`config.mk`:
```
export PLATFORM = sky130hd
export DESIGN_NAME = serial_tx_core
export DESIGN_NICKNAME = d
export VERILOG_FILES = /design/src/rtl/serial_tx_pkg.sv /design/src/rtl/serial_baud_gen.sv /design/src/rtl/serial_tx_framer.sv /design/src/rtl/serial_tx_core.sv
export SDC_FILE = /design/constraint.sdc
export NUM_CORES = 1
export LEC_CHECK = 0
export ABC_AREA = 1
export BUFFER_PORTS_ARGS = -buffer_cell sky130_fd_sc_hd__buf_2
export CAP_MARGIN = 30
export CORE_UTILIZATION = 39
export CTS_CLUSTER_DIAMETER = 40
export DETAILED_ROUTE_END_ITERATION = 8
export GPL_ROUTABILITY_DRIVEN = 0
export HOLD_SLACK_MARGIN = 0.03
export MAX_ROUTING_LAYER = met4
export PLACE_DENSITY = 0.71
export SYNTH_ARGS = -nofsm -noshare
export SYNTH_HDL_FRONTEND = slang
export SYNTH_HIERARCHICAL = 1
export SYNTH_SLANG_ARGS = --single-unit
```
`constraint.sdc`:
```
create_clock -name clk -period 1.9 [get_ports clk]
set_input_delay 0.095 -clock clk [delete_from_list [all_inputs] [get_ports clk]]
set_output_delay 0.095 -clock clk [all_outputs]
set_load 0.01 [all_outputs]
```
`src/rtl/serial_tx_pkg.sv`:
```
package serial_tx_pkg;

    typedef enum logic [2:0] {
        PH_IDLE  = 3'd0,
        PH_START = 3'd1,
        PH_DATA  = 3'd2,
        PH_PAR   = 3'd3,
        PH_STOP  = 3'd4
    } tx_phase_e;

    // Frame format captured at load time (break is applied live, not stored)
    typedef struct packed {
        logic       stick;
        logic       even;
        logic       par_en;
        logic       long_stop;
        logic [1:0] wlen;
    } frame_cfg_t;

    function automatic frame_cfg_t unpack_ctl(input logic [5:0] ctl);
        frame_cfg_t c;
        c.wlen      = ctl[1:0];
        c.long_stop = ctl[2];
        c.par_en    = ctl[3];
        c.even      = ctl[4];
        c.stick     = ctl[5];
        return c;
    endfunction

    // Parity over the active data bits only; stick mode gives a fixed level
    function automatic logic calc_parity(input logic [7:0] data, input frame_cfg_t c);
        logic [7:0] mask;
        logic       ones;
        mask = 8'hFF >> (2'd3 - c.wlen);
        ones = ^(data & mask);
        if (c.stick) begin
            return ~c.even;
        end
        return c.even ? ones : ~ones;
    endfunction

endpackage

```
`src/rtl/serial_baud_gen.sv`:
```
module serial_baud_gen #(
    parameter int DIV_W = 16
) (
    input  logic             clk,
    input  logic             rst_n,
    input  logic [DIV_W-1:0] divisor_i,
    output logic             tick_o
);

    localparam logic [DIV_W-1:0] ONE = DIV_W'(1);

    typedef struct packed {
        logic [DIV_W-1:0] cnt;
        logic             tick;
    } bg_state_t;

    bg_state_t st_d, st_q;

    always_comb begin
        st_d      = st_q;
        st_d.tick = 1'b0;
        if (divisor_i == '0) begin
            st_d.cnt = '0;
        end else if (st_q.cnt >= divisor_i - ONE) begin
            st_d.cnt  = '0;
            st_d.tick = 1'b1;
        end else begin
            st_d.cnt = st_q.cnt + ONE;
        end
    end

    always_ff @(posedge clk) begin
        if (!rst_n) begin
            st_q <= '0;
        end else begin
            st_q <= st_d;
        end
    end

    assign tick_o = st_q.tick;

    AST_ZERO_DIV_NO_TICK: assert property (@(posedge clk) disable iff (!rst_n)
        (divisor_i == '0) |=> !tick_o);

    AST_TICK_SPACING: assert property (@(posedge clk) disable iff (!rst_n)
        (tick_o && divisor_i > ONE) |=> !tick_o);

endmodule

```
`src/rtl/serial_tx_framer.sv`:
```
module serial_tx_framer
    import serial_tx_pkg::*;
#(
    parameter int OVS = 16
) (
    input  logic       clk,
    input  logic       rst_n,
    input  logic       tick_i,
    input  logic [6:0] line_ctl_i,
    input  logic       wr_i,
    input  logic [7:0] wr_data_i,
    output logic       txd_o,
    output logic       hold_empty_o,
    output logic       shift_empty_o
);

    localparam int TCW = $clog2(2 * OVS);
    localparam logic [TCW-1:0] LAST_BIT    = TCW'(OVS - 1);
    localparam logic [TCW-1:0] LAST_STOP15 = TCW'(OVS + OVS / 2 - 1);
    localparam logic [TCW-1:0] LAST_STOP2  = TCW'(2 * OVS - 1);
    localparam logic [TCW-1:0] TONE        = TCW'(1);

    typedef struct packed {
        tx_phase_e  ph;
        logic [TCW-1:0] tcnt;
        logic [2:0] bidx;
        logic [7:0] shreg;
        logic       par;
        frame_cfg_t cfg;
        logic [7:0] hold;
        logic       full;
        logic       txd;
    } fr_state_t;

    fr_state_t      st_d, st_q;
    logic           load;
    logic           bit_end;
    logic [TCW-1:0] last_tick;
    logic [2:0]     last_data;
    frame_cfg_t     new_cfg;

    always_comb begin
        st_d      = st_q;
        load      = (st_q.ph == PH_IDLE) && st_q.full;
        new_cfg   = unpack_ctl(line_ctl_i[5:0]);
        last_data = 3'd4 + {1'b0, st_q.cfg.wlen};

        if (st_q.ph == PH_STOP) begin
            if (!st_q.cfg.long_stop) begin
                last_tick = LAST_BIT;
            end else if (st_q.cfg.wlen == 2'd0) begin
                last_tick = LAST_STOP15;
            end else begin
                last_tick = LAST_STOP2;
            end
        end else begin
            last_tick = LAST_BIT;
        end
        bit_end = tick_i && (st_q.tcnt == last_tick);

        // holding register: a write wins over the load-side clear
        if (wr_i) begin
            st_d.hold = wr_data_i;
            st_d.full = 1'b1;
        end else if (load) begin
            st_d.full = 1'b0;
        end

        case (st_q.ph)
            PH_IDLE: begin
                if (load) begin
                    st_d.ph    = PH_START;
                    st_d.tcnt  = '0;
                    st_d.bidx  = '0;
                    st_d.shreg = st_q.hold;
                    st_d.cfg   = new_cfg;
                    st_d.par   = calc_parity(st_q.hold, new_cfg);
                end
            end
            default: begin
                if (tick_i) begin
                    if (bit_end) begin
                        st_d.tcnt = '0;
                        case (st_q.ph)
                            PH_START: st_d.ph = PH_DATA;
                            PH_DATA: begin
                                st_d.shreg = {1'b0, st_q.shreg[7:1]};
                                if (st_q.bidx == last_data) begin
                                    st_d.ph = st_q.cfg.par_en ? PH_PAR : PH_STOP;
                                end else begin
                                    st_d.bidx = st_q.bidx + 3'd1;
                                end
                            end
                            PH_PAR:  st_d.ph = PH_STOP;
                            default: st_d.ph = PH_IDLE;
                        endcase
                    end else begin
                        st_d.tcnt = st_q.tcnt + TONE;
                    end
                end
            end
        endcase

        // registered line level, taken from the next phase
        case (st_d.ph)
            PH_START: st_d.txd = 1'b0;
            PH_DATA:  st_d.txd = st_d.shreg[0];
            PH_PAR:   st_d.txd = st_d.par;
            default:  st_d.txd = 1'b1;
        endcase
        if (line_ctl_i[6]) begin
            st_d.txd = 1'b0;
        end
    end

    always_ff @(posedge clk) begin
        if (!rst_n) begin
            st_q     <= '0;
            st_q.ph  <= PH_IDLE;
            st_q.txd <= 1'b1;
        end else begin
            st_q <= st_d;
        end
    end

    assign txd_o         = st_q.txd;
    assign hold_empty_o  = !st_q.full;
    assign shift_empty_o = !st_q.full && (st_q.ph == PH_IDLE);

    AST_BREAK_FORCES_SPACE: assert property (@(posedge clk) disable iff (!rst_n)
        line_ctl_i[6] |=> !txd_o);

    AST_WRITE_CLEARS_EMPTY: assert property (@(posedge clk) disable iff (!rst_n)
        wr_i |=> !hold_empty_o);

    AST_LOAD_REFILLS_EMPTY: assert property (@(posedge clk) disable iff (!rst_n)
        (st_q.ph == PH_IDLE && st_q.full && !wr_i) |=> (hold_empty_o && !shift_empty_o));

    AST_START_BIT_LOW: assert property (@(posedge clk) disable iff (!rst_n)
        (st_q.ph == PH_IDLE && st_q.full) |=> !txd_o);

    AST_NO_ADVANCE_WITHOUT_TICK: assert property (@(posedge clk) disable iff (!rst_n)
        (!tick_i && st_q.ph != PH_IDLE) |=> $stable(st_q.ph));

endmodule

```
`src/rtl/serial_tx_core.sv`:
```
module serial_tx_core #(
    parameter int DIV_W = 16,
    parameter int OVS   = 16
) (
    input  logic             clk,
    input  logic             rst_n,
    input  logic [DIV_W-1:0] divisor_i,
    input  logic [6:0]       line_ctl_i,
    input  logic             wr_i,
    input  logic [7:0]       wr_data_i,
    output logic             txd_o,
    output logic             hold_empty_o,
    output logic             shift_empty_o
);

    logic tick;

    serial_baud_gen #(
        .DIV_W(DIV_W)
    ) u_baud (
        .clk      (clk),
        .rst_n    (rst_n),
        .divisor_i(divisor_i),
        .tick_o   (tick)
    );

    serial_tx_framer #(
        .OVS(OVS)
    ) u_framer (
        .clk          (clk),
        .rst_n        (rst_n),
        .tick_i       (tick),
        .line_ctl_i   (line_ctl_i),
        .wr_i         (wr_i),
        .wr_data_i    (wr_data_i),
        .txd_o        (txd_o),
        .hold_empty_o (hold_empty_o),
        .shift_empty_o(shift_empty_o)
    );

endmodule

```
==> results_dict.tcl <==
set metrics [dict create \
    crit_start "u_framer/st_q[34]$_SDFF_PN0_" \
    async_flop_share_pct 0 \
    grt-ovfl-total 0 \
    post-route-util_pct 51.6 \
    comb_power_share_pct 18.1 \
    cts_buffers 5 \
    p_int_w 0.00170 \
    netlist.area_leader.share_pct 31.2 \
    synth_fp_nets 526 \
    fin_setup_tns_ps 0 \
    dp_hpwl_mm 5.64 \
    clkTransAtPathRegs_ps 100 \
    arrival_ps 2000 \
    synth_seq_cells 51 \
    setup_violations 0 \
    start_util_pct 40.1 \
    muxShareOfSynthArea_pct 0 \
    finalHoldViolCount 0 \
    root_buffer "clkbuf_8" \
    synth_area_leaders "dfxtp_1 31%, nand2_1 13%, ha_1 7.6%, inv_1 6.9%, nor2_1 6.4%" \
    crit_buf_inv 2 \
    worstSetupStartpointType "flip-flop" \
    synth_edf_count 0 \
    fmax_ghz 0.554 \
    cpMaxStageDelayCell "dfxtp_2" \
    critical-path-top-delay-family "simple AND/OR/NAND/NOR gates" \
    antennaDiodeCount 0 \
    ys_seq_area_share_pct 31.2 \
    power_density_nw_per_um2 556 \
    p_clk_share_pct 32.9 \
    rsz0062_at_grt "yes" \
    ys.flop_type "dfxtp_1" \
    drt_iter0_markers 119 \
    antenna_left 0 \
    synth.avg_cell_area_um2 6.94 \
    synth_cells 472 \
    synth_compound_area_share_pct 10.9 \
    max_stage_delay_ps 350 \
    synth_top_family_by_area "simple AND/OR/NAND/NOR gates" \
    max_cap_violations 0 \
    drive_gt1_share_pct 28.0 \
    required_ps 2100 \
    antenna_found_initial 0 \
    period_needed_ps 1800 \
    hold_class "in -> reg" \
    r2r_start "u_framer/st_q[34]$_SDFF_PN0_" \
    ys_types 36 \
    grt_usage_pct 18.4 \
    synthesis.area_um2 3280 \
    rows 33 \
    cts_buffer_depth 2 \
    area_growth_pct 28.8 \
    hold_start "line_ctl_i[3]" \
    grt_max_degree 19 \
    slew_violations 0 \
    slew_headroom_pct 66.9 \
    wl_per_cell_um 11.4 \
    vdd_drop_max_v 0.000489 \
    die_y_um 93.7 \
    clk_latency_ps 300 \
    routed_wl_mm 7.54 \
    critical_path_class "reg -> reg" \
    p_total_w 0.00234 \
    synth-adder-area-share_pct 7.64 \
    crit_path_max_fanout 5 \
    synth-xor-area-share_pct 8.29 \
    synth.top_cells.by_count "112 x nand2_1, 60 x inv_1, 56 x nor2_1" \
    outcome "finished, final reports clean" \
    drc 0 \
    yosys_warnings 6 \
    dr_total_vias 3187 \
    cts_num_sinks 51 \
    postLayoutCellArea_um2 4220 \
    grt_pass1_wl_mm 12.6 \
    core_um2 8180 \
    viasPerCell 4.81 \
    synth_most_common_cell "nand2_1" \
    synth-simple-area-share_pct 33.4 \
    dpl_cell_area_um2 3810 \
    switching_power_w 0.000645 \
    die_x_um 93.7 \
    endpoint_kind "flip-flop" \
    firstDrtPassIters 5 \
    htreeDepth 2 \
    period_share_pct 94.9 \
    io_pins 37 \
    switching_share_pct 27.5 \
    worstPathCellList "inv_2, nand2_2, nor2_4, nand2_2, nand2_2, nand3_4, nor2_4, buf_6, nand3_2, o21ai_2, nor2_1, nand2_1, nand3_2, nand2_1, nand2_1" \
    cts_tree "done" \
    io_buffers 36 \
    grt_pass1_vias 2969 \
    clock_skew_ps 7.53 \
    pre_cts_slack_ps -401 \
    worstMarginPinSlew_ps 493 \
    worst_slack_ps 96.3 \
    die_area_um2 8770 \
    synth_top_area_cell "dfxtp_1" \
    fin_nets 610 \
    power.leakage_nw 1.90 \
    power_frac_seq_pct 48.9 \
]
==> metrics by stage <==
stage,hold WS (ps),instances
2_1_floorplan,230,472
3_3_place_gp,323,639
3_5_place_dp,326,639
4_1_cts,56.5,656
5_1_grt,72.8,662
6_report,68.1,662
==> power by group through the flow <==
stage	Sequential (W)	Clock, W	Combinational [W]
after CTS	0.00114	0.000796	0.000397
after detailed placement	0.00117	0	0.000379
final	0.00115	0.000772	0.000425
after global placement	0.00117	0	0.000367
after floorplan	0.00116	0	0.000236
after global routing	0.00115	0.000853	0.000483
==> worst paths after layout <==
| check | to | slack (ps) | cells after the start |
|---|---|---|---|
| hold / removal | u_framer/st_q[13]$_SDFFE_PN0P_ | 70 | 3 |
| setup / recovery | u_framer/txd_o$_SDFF_PN1_ | 100 | 15 |
| hold reg to reg | u_framer/st_q[18]$_SDFFE_PN0P_ | 470 | 2 |
| setup reg to reg | u_framer/txd_o$_SDFF_PN1_ | 100 | 15 |
==> cell usage in the layout (no fill, tap or decap), drive strengths merged <==
master,netlist,layout
a211oi,2,2
a21boi,2,2
a21oi,29,29
a22oi,2,2
a32oi,4,4
and3,1,1
buf,3,76
bufinv,0,1
clkbuf,3,5
clkinv,2,3
dfxtp,51,51
dlygate4sd3,0,7
ha,20,20
inv,63,64
nand2,118,118
nand3,26,26
nand3b,1,1
nand4,10,10
nor2,74,74
nor3,4,4
nor3b,2,2
nor4,1,1
o21a,1,1
o21ai,19,19
o21bai,3,3
xnor2,13,13
xor2,18,18
==> registers in the layout, indices dropped and copies added, names as in the netlist <==
signal and cells:
u_baud/st_q 16, u_baud/tick_o 1, u_framer/txd_o 1, u_framer/st_q 33
==> tightest hold or removal path: stages <==
cell and delay (ps):
buf_2 70, o21ai_0 70, a21oi_1 100
==> repair_timing <==
| action | 4_1_cts | 5_1_grt |
|---|---|---|
| resized for setup | 2 | 47 |
| setup buffers | 2 | 6 |
| hold buffers | 7 | 0 |
| endpoints found under the setup margin | 16 | 31 |
| pin swaps | 3 | 15 |
| hold endpoints to repair | 7 | 0 |
==> logic make-up after synthesis <==
kind of cell | after synthesis
adders and majority gates | 20
xor gates and xnor gates | 31
buffers and inverters | 71
DFF | 51
AOI/OAI and AO/OA | 62
and+or+nand+nor | 237
==> routing by layer <==
layer / wire, um / GRT usage (%) / vias to the layer above
li1: - / - / 1677
met1: 3490 / 22.3 / 1459
met2: 3760 / 31.2 / 43
met3: 224 / 3.48 / 8
met4: 68 / 5.13 / 0
met5: 0 / - / -
==> final cells by class <==
class | instances | area, um^2
clock inverters | 3 | 47.5
fillers | 790 | 3960
inverters | 65 | 246
multi-input cells | 350 | 2140
repair buffers | 83 | 562
flip-flops and latches | 51 | 1030
well taps | 105 | 131
clock buffers | 5 | 68.8
No activity file was read; power rests on OpenSTA's default activity.
